<file path="config.mk">
export PLATFORM = sky130hd
export DESIGN_NAME = mram_addr_bist
export DESIGN_NICKNAME = d
export VERILOG_FILES = /design/src/rtl/mram_bist_pkg.sv /design/src/rtl/mram_addr_gen.sv /design/src/rtl/mram_loop_ctr.sv /design/src/rtl/mram_result_acc.sv /design/src/rtl/mram_addr_bist.sv
export SDC_FILE = /design/constraint.sdc
export NUM_CORES = 1
export LEC_CHECK = 0
export BUFFER_PORTS_ARGS = -buffer_cell sky130_fd_sc_hd__buf_2
export CORE_ASPECT_RATIO = 1.5
export CORE_MARGIN = 5
export CORE_UTILIZATION = 51
export DETAILED_ROUTE_END_ITERATION = 6
export PLACE_DENSITY = 0.84
export SETUP_SLACK_MARGIN = 0.2
export SYNTH_ARGS = -nofsm -noshare
export SYNTH_HDL_FRONTEND = slang
export SYNTH_SLANG_ARGS = --single-unit
</file>
<file path="constraint.sdc">
create_clock -name clk -period 5.18 [get_ports clk]
set_input_delay 0.518 -clock clk [delete_from_list [all_inputs] [get_ports clk]]
set_output_delay 0.518 -clock clk [all_outputs]
set_load 0.01 [all_outputs]
</file>
<file path="src/rtl/mram_bist_pkg.sv">
package mram_bist_pkg;
  typedef enum logic [1:0] {
    ST_IDLE,
    ST_FILL,
    ST_VERIFY,
    ST_DRAIN
  } bist_state_e;
endpackage

</file>
<file path="src/rtl/mram_addr_gen.sv">
module mram_addr_gen #(
  parameter int ROW_W = 9,
  parameter int COL_W = 2
) (
  input  logic             clk,
  input  logic             rst,
  input  logic             clr,
  input  logic             step,
  output logic [ROW_W-1:0] row,
  output logic [COL_W-1:0] col,
  output logic             last
);
  always_ff @(posedge clk) begin
    if (rst || clr) begin
      row <= '0;
      col <= '0;
    end else if (step) begin
      col <= col + 1'b1;
      if (&col) row <= row + 1'b1;
    end
  end

  assign last = (&row) && (&col);

  // column wrap must advance the row by one
  p_carry_r2: assert property (@(posedge clk) disable iff (rst)
    (step && !clr && (&col)) |=> (row == ROW_W'($past(row) + 1'b1)));

  // restart of the counters before the verify pass
  p_clear_r4: assert property (@(posedge clk) disable iff (rst)
    clr |=> (row == '0 && col == '0));
endmodule

</file>
<file path="src/rtl/mram_loop_ctr.sv">
module mram_loop_ctr #(
  parameter int W = 11
) (
  input  logic         clk,
  input  logic         rst,
  input  logic         load,
  input  logic         step,
  input  logic [W-1:0] period,
  output logic         marker
);
  logic [W-1:0] cnt;

  always_ff @(posedge clk) begin
    if (rst) cnt <= '0;
    else if (load) cnt <= period;
    else if (step) cnt <= marker ? period : cnt - 1'b1;
  end

  assign marker = (cnt == '0);

  // after a marker the countdown restarts from the loop value
  p_reload_r3: assert property (@(posedge clk) disable iff (rst)
    (step && !load && marker) |=> (cnt == $past(period)));
endmodule

</file>
<file path="src/rtl/mram_result_acc.sv">
module mram_result_acc #(
  parameter int N_SLICE  = 6,
  parameter int DW       = 16,
  parameter int ROW_W    = 9,
  parameter int FLAG_ROW = 511,
  localparam int RES_W   = 1 + ROW_W + N_SLICE
) (
  input  logic                  clk,
  input  logic                  rst,
  input  logic                  clr,
  input  logic                  chk_v,
  input  logic                  chk_exp,
  input  logic [ROW_W-1:0]      chk_row,
  input  logic [N_SLICE*DW-1:0] rdata,
  output logic [RES_W-1:0]      result
);
  logic [N_SLICE-1:0] mis;
  logic [N_SLICE-1:0] fail_map;
  logic [ROW_W-1:0]   fail_row;
  logic               seen;
  logic               flag_q;

  for (genvar i = 0; i < N_SLICE; i++) begin : g_cmp
    assign mis[i] = chk_v && (rdata[i*DW +: DW] != {DW{chk_exp}});
  end

  always_ff @(posedge clk) begin
    if (rst || clr) begin
      fail_map <= '0;
      fail_row <= '0;
      seen     <= 1'b0;
      flag_q   <= 1'b0;
    end else if (|mis) begin
      fail_map <= fail_map | mis;
      if (!seen) begin
        fail_row <= chk_row;
        flag_q   <= (chk_row >= ROW_W'(FLAG_ROW));
        seen     <= 1'b1;
      end
    end
  end

  assign result = {flag_q, fail_row, fail_map};

  // failure bits never drop within a pass
  p_sticky_r5: assert property (@(posedge clk) disable iff (rst)
    !clr |=> ((fail_map & $past(fail_map)) == $past(fail_map)));

  // the first failing row is kept
  p_row_hold_r6: assert property (@(posedge clk) disable iff (rst)
    (seen && !clr) |=> $stable(fail_row));

  // range flag consistent with the latched row
  p_flag_r7: assert property (@(posedge clk) disable iff (rst)
    flag_q |-> (fail_row >= ROW_W'(FLAG_ROW)));
endmodule

</file>
<file path="src/rtl/mram_addr_bist.sv">
module mram_addr_bist
  import mram_bist_pkg::*;
#(
  parameter int N_SLICE  = 6,
  parameter int DW       = 16,
  parameter int ROW_W    = 9,
  parameter int COL_W    = 2,
  parameter int FLAG_ROW = 511,
  localparam int ADDR_W  = ROW_W + COL_W,
  localparam int RES_W   = 1 + ROW_W + N_SLICE
) (
  input  logic                  clk,
  input  logic                  rst,
  input  logic                  start,
  input  logic [1:0]            subtest_sel,
  input  logic [4*ADDR_W-1:0]   loop_cfg,
  output logic                  busy,
  output logic                  done,
  output logic [RES_W-1:0]      result,
  output logic [ADDR_W-1:0]     mem_addr,
  output logic                  mem_we,
  output logic [DW-1:0]         mem_wdata,
  output logic                  mem_re,
  input  logic [N_SLICE*DW-1:0] mem_rdata
);
  bist_state_e       state;
  logic [ADDR_W-1:0] per_q, sel_period, lc_period;
  logic [ROW_W-1:0]  row, e1_row, s2_row;
  logic [COL_W-1:0]  col;
  logic              last, marker, accept, step, ag_clr, fin;
  logic              e1_exp, e1_last, s2_v, s2_exp, s2_last;

  assign sel_period = loop_cfg[subtest_sel*ADDR_W +: ADDR_W];
  assign lc_period  = (state == ST_IDLE) ? sel_period : per_q;
  assign accept     = (state == ST_IDLE) && start;
  assign step       = (state == ST_FILL) || (state == ST_VERIFY);
  assign ag_clr     = accept || ((state == ST_FILL) && last);
  assign fin        = s2_v && s2_last;

  mram_addr_gen #(.ROW_W(ROW_W), .COL_W(COL_W)) u_addr (
    .clk(clk), .rst(rst), .clr(ag_clr), .step(step),
    .row(row), .col(col), .last(last)
  );

  mram_loop_ctr #(.W(ADDR_W)) u_loop (
    .clk(clk), .rst(rst), .load(ag_clr), .step(step),
    .period(lc_period), .marker(marker)
  );

  mram_result_acc #(
    .N_SLICE(N_SLICE), .DW(DW), .ROW_W(ROW_W), .FLAG_ROW(FLAG_ROW)
  ) u_acc (
    .clk(clk), .rst(rst), .clr(accept), .chk_v(s2_v), .chk_exp(s2_exp),
    .chk_row(s2_row), .rdata(mem_rdata), .result(result)
  );

  always_ff @(posedge clk) begin
    if (rst) begin
      state     <= ST_IDLE;
      per_q     <= '0;
      busy      <= 1'b0;
      done      <= 1'b0;
      mem_we    <= 1'b0;
      mem_re    <= 1'b0;
      mem_addr  <= '0;
      mem_wdata <= '0;
      e1_exp    <= 1'b0;
      e1_row    <= '0;
      e1_last   <= 1'b0;
      s2_v      <= 1'b0;
      s2_exp    <= 1'b0;
      s2_row    <= '0;
      s2_last   <= 1'b0;
    end else begin
      mem_we    <= (state == ST_FILL);
      mem_re    <= (state == ST_VERIFY);
      mem_addr  <= {row, col};
      mem_wdata <= {DW{marker}};
      e1_exp    <= marker;
      e1_row    <= row;
      e1_last   <= (state == ST_VERIFY) && last;
      s2_v      <= mem_re;
      s2_exp    <= e1_exp;
      s2_row    <= e1_row;
      s2_last   <= mem_re && e1_last;
      done      <= fin;
      case (state)
        ST_IDLE: if (start) begin
          per_q <= sel_period;
          busy  <= 1'b1;
          state <= ST_FILL;
        end
        ST_FILL:   if (last) state <= ST_VERIFY;
        ST_VERIFY: if (last) state <= ST_DRAIN;
        ST_DRAIN: if (fin) begin
          busy  <= 1'b0;
          state <= ST_IDLE;
        end
        default: state <= ST_IDLE;
      endcase
    end
  end

  // strobes never overlap
  p_excl_r2: assert property (@(posedge clk) disable iff (rst)
    !(mem_we && mem_re));

  // done lasts one cycle and ends the busy window
  p_pulse_r8: assert property (@(posedge clk) disable iff (rst)
    done |=> !done);
  p_busy_end_r8: assert property (@(posedge clk) disable iff (rst)
    done |-> !busy);

  // result frozen while idle without a start
  p_hold_r9: assert property (@(posedge clk) disable iff (rst)
    (!busy && !start) |=> $stable(result));

  // a start during a run does not restart it
  p_ignore_r10: assert property (@(posedge clk) disable iff (rst)
    (busy && start) |=> (busy || done));
endmodule

</file>
# == Word-level counts from Yosys, hierarchy flattened ==
# Index checks and enable logic that the tools add are counted.
# totals
register_bits,91
latchBits,0
ram_bits,0
rom_bits,0
inputBits,145
out_inout_bits,47
word_cells,83
mem_count,0
# op_classes
addsub,3
n_mul,1
div_mod_pow,0
magnitude_cmp,1
eq_ne,13
n_shift,1
muxes,12
n_bitwise,2
reduce_logical,28
# op_table
operator,count
$ne 16x16->1,6
$mux 11,4
$shiftx 44x7->11,1
$logic_and 1x1->1,12
$logic_not 11->1,1
$sub 11x1->11 const B,1
$add 9x1->9 const B,1
$ge 9x9->1 const B,1
$reduce_and 9->1,1
$mux 2,4
$ne 2x2->1 const B,4
$pmux 2 s4,1
$mul 2x4->6 const B,1
$or 6x6->6,1
$reduce_and 2->1,3
$reduce_and 3->1,2
$reduce_or 6->1,1
$eq 2x2->1 const B,2
$logic_or 1x1->1,4
$reduce_and 4->1,1
$reduce_bool 2->1,2
$add 2x1->2 const B,1
$eq 2x1->1 const B,1
$logic_not 2->1,1
3 further kinds,4

# == Depth between registers and ports, before layout ==
# depth
word_depth,6
depth_mapped,11
mapped_depth_nobuf,10

# == Cells and area by module ==
# From an unflattened synthesis, not the netlist that was laid out.
# hier_totals
hier_cells,522
hier_area_um2,4626.9
# modules_own_cells
mod,instances,cells_per_inst,area_each_um2,seq_area_each_um2
mram_addr_bist,1,178,1924.3,840.8
mram_result_acc,1,186,1381.3,340.3
mram_loop_ctr,1,101,814.5,220.2
mram_addr_gen,1,57,506.7,220.2

# == Worst setup path before layout ==
# Ideal clock, no wire load.
# synth_timing
path_type,input-to-reg
start,in mem_rdata[82]
end,reg u_acc.flag_q
setup_time_ps,120
arrival_ps,2108
t_required_ps,5060
setup_slack_ps,2952
stages,7
n_path_buf,1
path_cell_list,or4_1 > nor4_1 > o22ai_1 > o41ai_2 > buf_4 > a21oi_2 > mux2i_1
# synth_between
elab_chain_len,4
# synth_rtl
item,line_no,text
start: declaration,mram_addr_bist.sv:24,input logic [N_SLICE*DW-1:0] mem_rdata
$ne 16x16->1,mram_result_acc.sv:24,assign mis[i] = chk_v && (rdata[i*DW +: DW] != {DW{chk_exp}});
$logic_and 1x1->1,mram_result_acc.sv:24,
$reduce_or 6->1,mram_result_acc.sv:33,end else if (|mis) begin
$reduce_and 2->1 (no source line),n/a,
end signal: assignment,mram_result_acc.sv:37,flag_q <= (chk_row >= ROW_W'(FLAG_ROW));
end: declaration,mram_result_acc.sv:21,logic flag_q;
# No other way between the ends.
# A chain may end at the register's enable or synchronous reset.

# == Final worst setup path ==
# layout_timing
start,reg state[1]
end,reg u_loop.cnt[0]
# layout_between
elab_chain_len,5
word_cells_on_any_way,12
classes_between,2 x eq/ne; 4 x mux; 6 x reduce/logical
# layout_rtl
item,line_no,text
start: declaration,mram_addr_bist.sv:26,bist_state_e state;
start signal: assignment,mram_addr_bist.sv:59,state <= ST_IDLE;
start signal: assignment,mram_addr_bist.sv:91,state <= ST_FILL;
start signal: assignment,mram_addr_bist.sv:93,ST_FILL: if (last) state <= ST_VERIFY;
$logic_not 2->1,"mram_addr_bist.sv:34, mram_addr_bist.sv:35",
$mux 11,mram_addr_bist.sv:34,assign lc_period = (state == ST_IDLE) ? sel_period : per_q;
$mux 11 (2 in a row),mram_loop_ctr.sv:16,else if (step) cnt <= marker ? period : cnt - 1'b1;
$mux 11,mram_loop_ctr.sv:15,else if (load) cnt <= period;
end signal: assignment,mram_loop_ctr.sv:15,
end signal: assignment,mram_loop_ctr.sv:16,
end: declaration,mram_loop_ctr.sv:11,logic [W-1:0] cnt;
# Parallel ways exist; a longest one is shown, timed or not. The select of a mux whose other input is x is not followed.

==> impl_metrics.csv <==
group,metric,value,unit
worst_hold_path,hold_depth,1,
clocking,h-tree-depth,3,
timing,fin_crit,2930,ps
floorplan,die_x,84.8,um
status,status,"finished, final reports clean",
power,total_power,2.17,mW
worst_setup_path,slowest_stage,"ha_1",
logic_synthesis,ys.warnings.count,0,
worst_setup_path,startpoint,"state[1]$_SDFFE_PP0P_",
worst_setup_path,ff2ff_path_depth,8,
worst_setup_path,critical-path-max-stage-delay,670,ps
floorplan,die_area,0.0104,mm^2
timing,timing.slew.headroom,15.6,%
clocking,post_cts_resized,0,
clocking,holdBufCountCts,0,
clocking,cts.sinks,81,
final_layout,finish.net_count,820,
detailed_routing,initialDrtViolationCount,147,
logic_synthesis,synthesis.area,0.00428,mm^2
logic_synthesis,synthTopCellsByArea,"dfxtp_1 38%, mux4_2 5.8%, nand2_1 4.5%",
worst_hold_path,holdCritStartpoint,"e1_last$_SDFF_PP0_",
detailed_routing,drc,0,
grt,grt_antenna_before_repair,1,
place,hpwl,9.40,mm
timing,finalSetupViolations,0,
place,gp_congestion,1.01,
detailed_routing,avgViaCountPerCell,5.62,
worst_setup_path,cp-end-kind,"register",
logic_synthesis,ys_seq_elements,81,
timing,worst_clock_skew,5.04,ps
worst_setup_path,critPathKind,"register to register",
grt,grt_max_degree,55,
timing,timing.fmax,0.341,GHz
logic_synthesis,syn_area_per_cell,8.39,um^2
logic_synthesis,synthArstFlopShare,0,%
timing,fin_crit_sh,56.5,%
final_layout,mostFrequentLayoutCell,"buf_2",
final_layout,num_antenna_cells,0,
floorplan,fp-row-count,41,
timing,hold_viol_final,0,
floorplan,ioPinCount,192,
power,leakagePower,2.31,nW
grt,grt_pass1_wl,18.8,mm
timing,slew_viol_final,0,
clocking,cts_tree,"built",
worst_setup_path,cp-start-kind,"register",
floorplan,die_h,122,um
clocking,path_clk_slew,60,ps
timing,fin_setup_tns,0,ps
logic_synthesis,synth_top_flop_cell,"dfxtp_1",
final_layout,final_cell_mix,"191 x buf_2, 81 x dfxtp_1, 51 x nand2_1, 38 x nor2_1, 35 x a21oi_1",
worst_hold_path,hp-class,"register to register",
logic_synthesis,yosysUniqueCellTypes,45,
power,ir_worst_vdd,289,uV
detailed_routing,vias,4378,
timing,rsz0062_at_grt,"no",
job,max_cap_violations,0,
clocking,clk_path_buf_depth,2,
grt,grt_use_total,22.5,%
worst_setup_path,cp_max_fo,16,
floorplan,core_area,0.00831,mm^2
grt,grt_pass1_vias,4301,
detailed_routing,dr.pass1.iters,4,
worst_setup_path,r2r_start,"state[1]$_SDFFE_PP0P_",
worst_setup_path,crit_chain,"inv_1 -> ha_1 -> nand2_1 -> and2_1 -> nand2b_1 -> o21ai_1 -> a21oi_1 -> nor2_1",
timing,tightestPinTransition,1260,ps
detailed_routing,antenna_left,0,
clocking,cts-buffers-inserted,9,
power,power.density,401,mW/mm^2
logic_synthesis,synth_largest_area_cell,"dfxtp_1",
floorplan,initial_utilization,51.5,%
logic_synthesis,synth-seq-area-share,37.9,%
clocking,cts_setup_buffers,0,
final_layout,drive_gt1_share,33.0,%
logic_synthesis,syn_inst,510,
logic_synthesis,synth-edff-count,0,
worst_setup_path,crit_required,5370,ps
worst_setup_path,arrival,3110,ps
clocking,clkLatencyLatePin,330,ps
detailed_routing,routedWlPerCell,15.1,um
clocking,cts_root_buffer,"clkbuf_16",
logic_synthesis,synth_nets,663,
final_layout,syn_to_final_growth,26.5,%
logic_synthesis,synth_top_area_share,37.9,%
grt,grt_overflow,0,
detailed_routing,wl,11.7,mm
place,io_buffers,191,
-- worst max-delay path: cells and delay by family (launching register included) --
family	cells	cell delay, ps
compound gates	2	360
fa+ha+maj	1	670
buf+inv	1	100
flops	1	350
simple gates	4	1280
-- state kept, by name (all words and copies together), names as in the netlist, 2 cells and up --
register / cells
mem_addr: 11
per_q: 11
u_loop.cnt: 11
s2_row: 9
u_acc.fail_row: 9
u_addr.row: 9
u_acc.fail_map: 6
state: 2
u_addr.col: 2
-- area by class of cell --
cell class | count | area (um^2)
clock buffer | 12 | 246
clock inverter | 4 | 28.8
fill | 707 | 2900
inverter | 6 | 22.5
multi-input combinational | 376 | 2390
sequential | 81 | 1620
tap | 107 | 134
timing repair buffer | 193 | 971
-- per-stage QoR --
step | instance area, um^2 | hold WS, ps | worst slack [ps] | util, % | instances
after floorplan | 4280 | 406 | 2950 | - | 510
after global placement | 5140 | 417 | 2190 | 61.8 | 763
after detailed placement | 5140 | 436 | 2120 | 61.8 | 763
after CTS | 5410 | 449 | 2240 | 65.1 | 779
after global routing | 5410 | 474 | 1960 | 65.1 | 779
final | 5410 | 441 | 2250 | 65.1 | 779
-- layer usage --
metal	routed length, um	vias up	GRT usage, %
met1	4010	1949	21.6
met5	7	-	0
met2	5830	217	40.6
li1	-	2170	-
met4	470	2	12.8
met3	1430	40	8.80
-- path summary, 6_finish.rpt --
check	slack (ps)	endpoint
setup / recovery	2250	u_loop.cnt[0]$_SDFFE_PP0P_
hold / removal	440	s2_last$_SDFF_PP0_
setup reg to reg	2250	u_loop.cnt[0]$_SDFFE_PP0P_
hold reg to reg	440	s2_last$_SDFF_PP0_
-- kinds of logic after synthesis --
logic type / Yosys count / synth area share [%]
fa+ha+maj: 8 / 2.34
compound gates: 93 / 13.3
xor+xnor: 6 / 1.23
flops: 81 / 37.9
simple gates: 242 / 29.4
buf+inv: 53 / 6.31
mux: 27 / 9.56
-- cell usage after synthesis (all sizes together), types with 3 or more instances --
library cell and n:
buf 25, xor2 4, a21oi 36, o211ai 10, dfxtp 81, nand2b 3
ha 8, or4 9, nand3 33, nand2 51, and2 3, o22ai 4
nor2 38, and3 3, nor3 11, o21a 9, nor2b 26, o21ai 22
inv 5, mux2i 15, clkbuf 22, or3 10, mux4 11, nor4 19
nand4 30, a21o 3
-- where the power goes --
part / switching (mW) / internal, mW / total, mW
registers: 0.0776 / 0.697 / 0.775
logic: 0.484 / 0.337 / 0.821
clock network: 0.240 / 0.338 / 0.577
(Power assumes the default switching activity.)
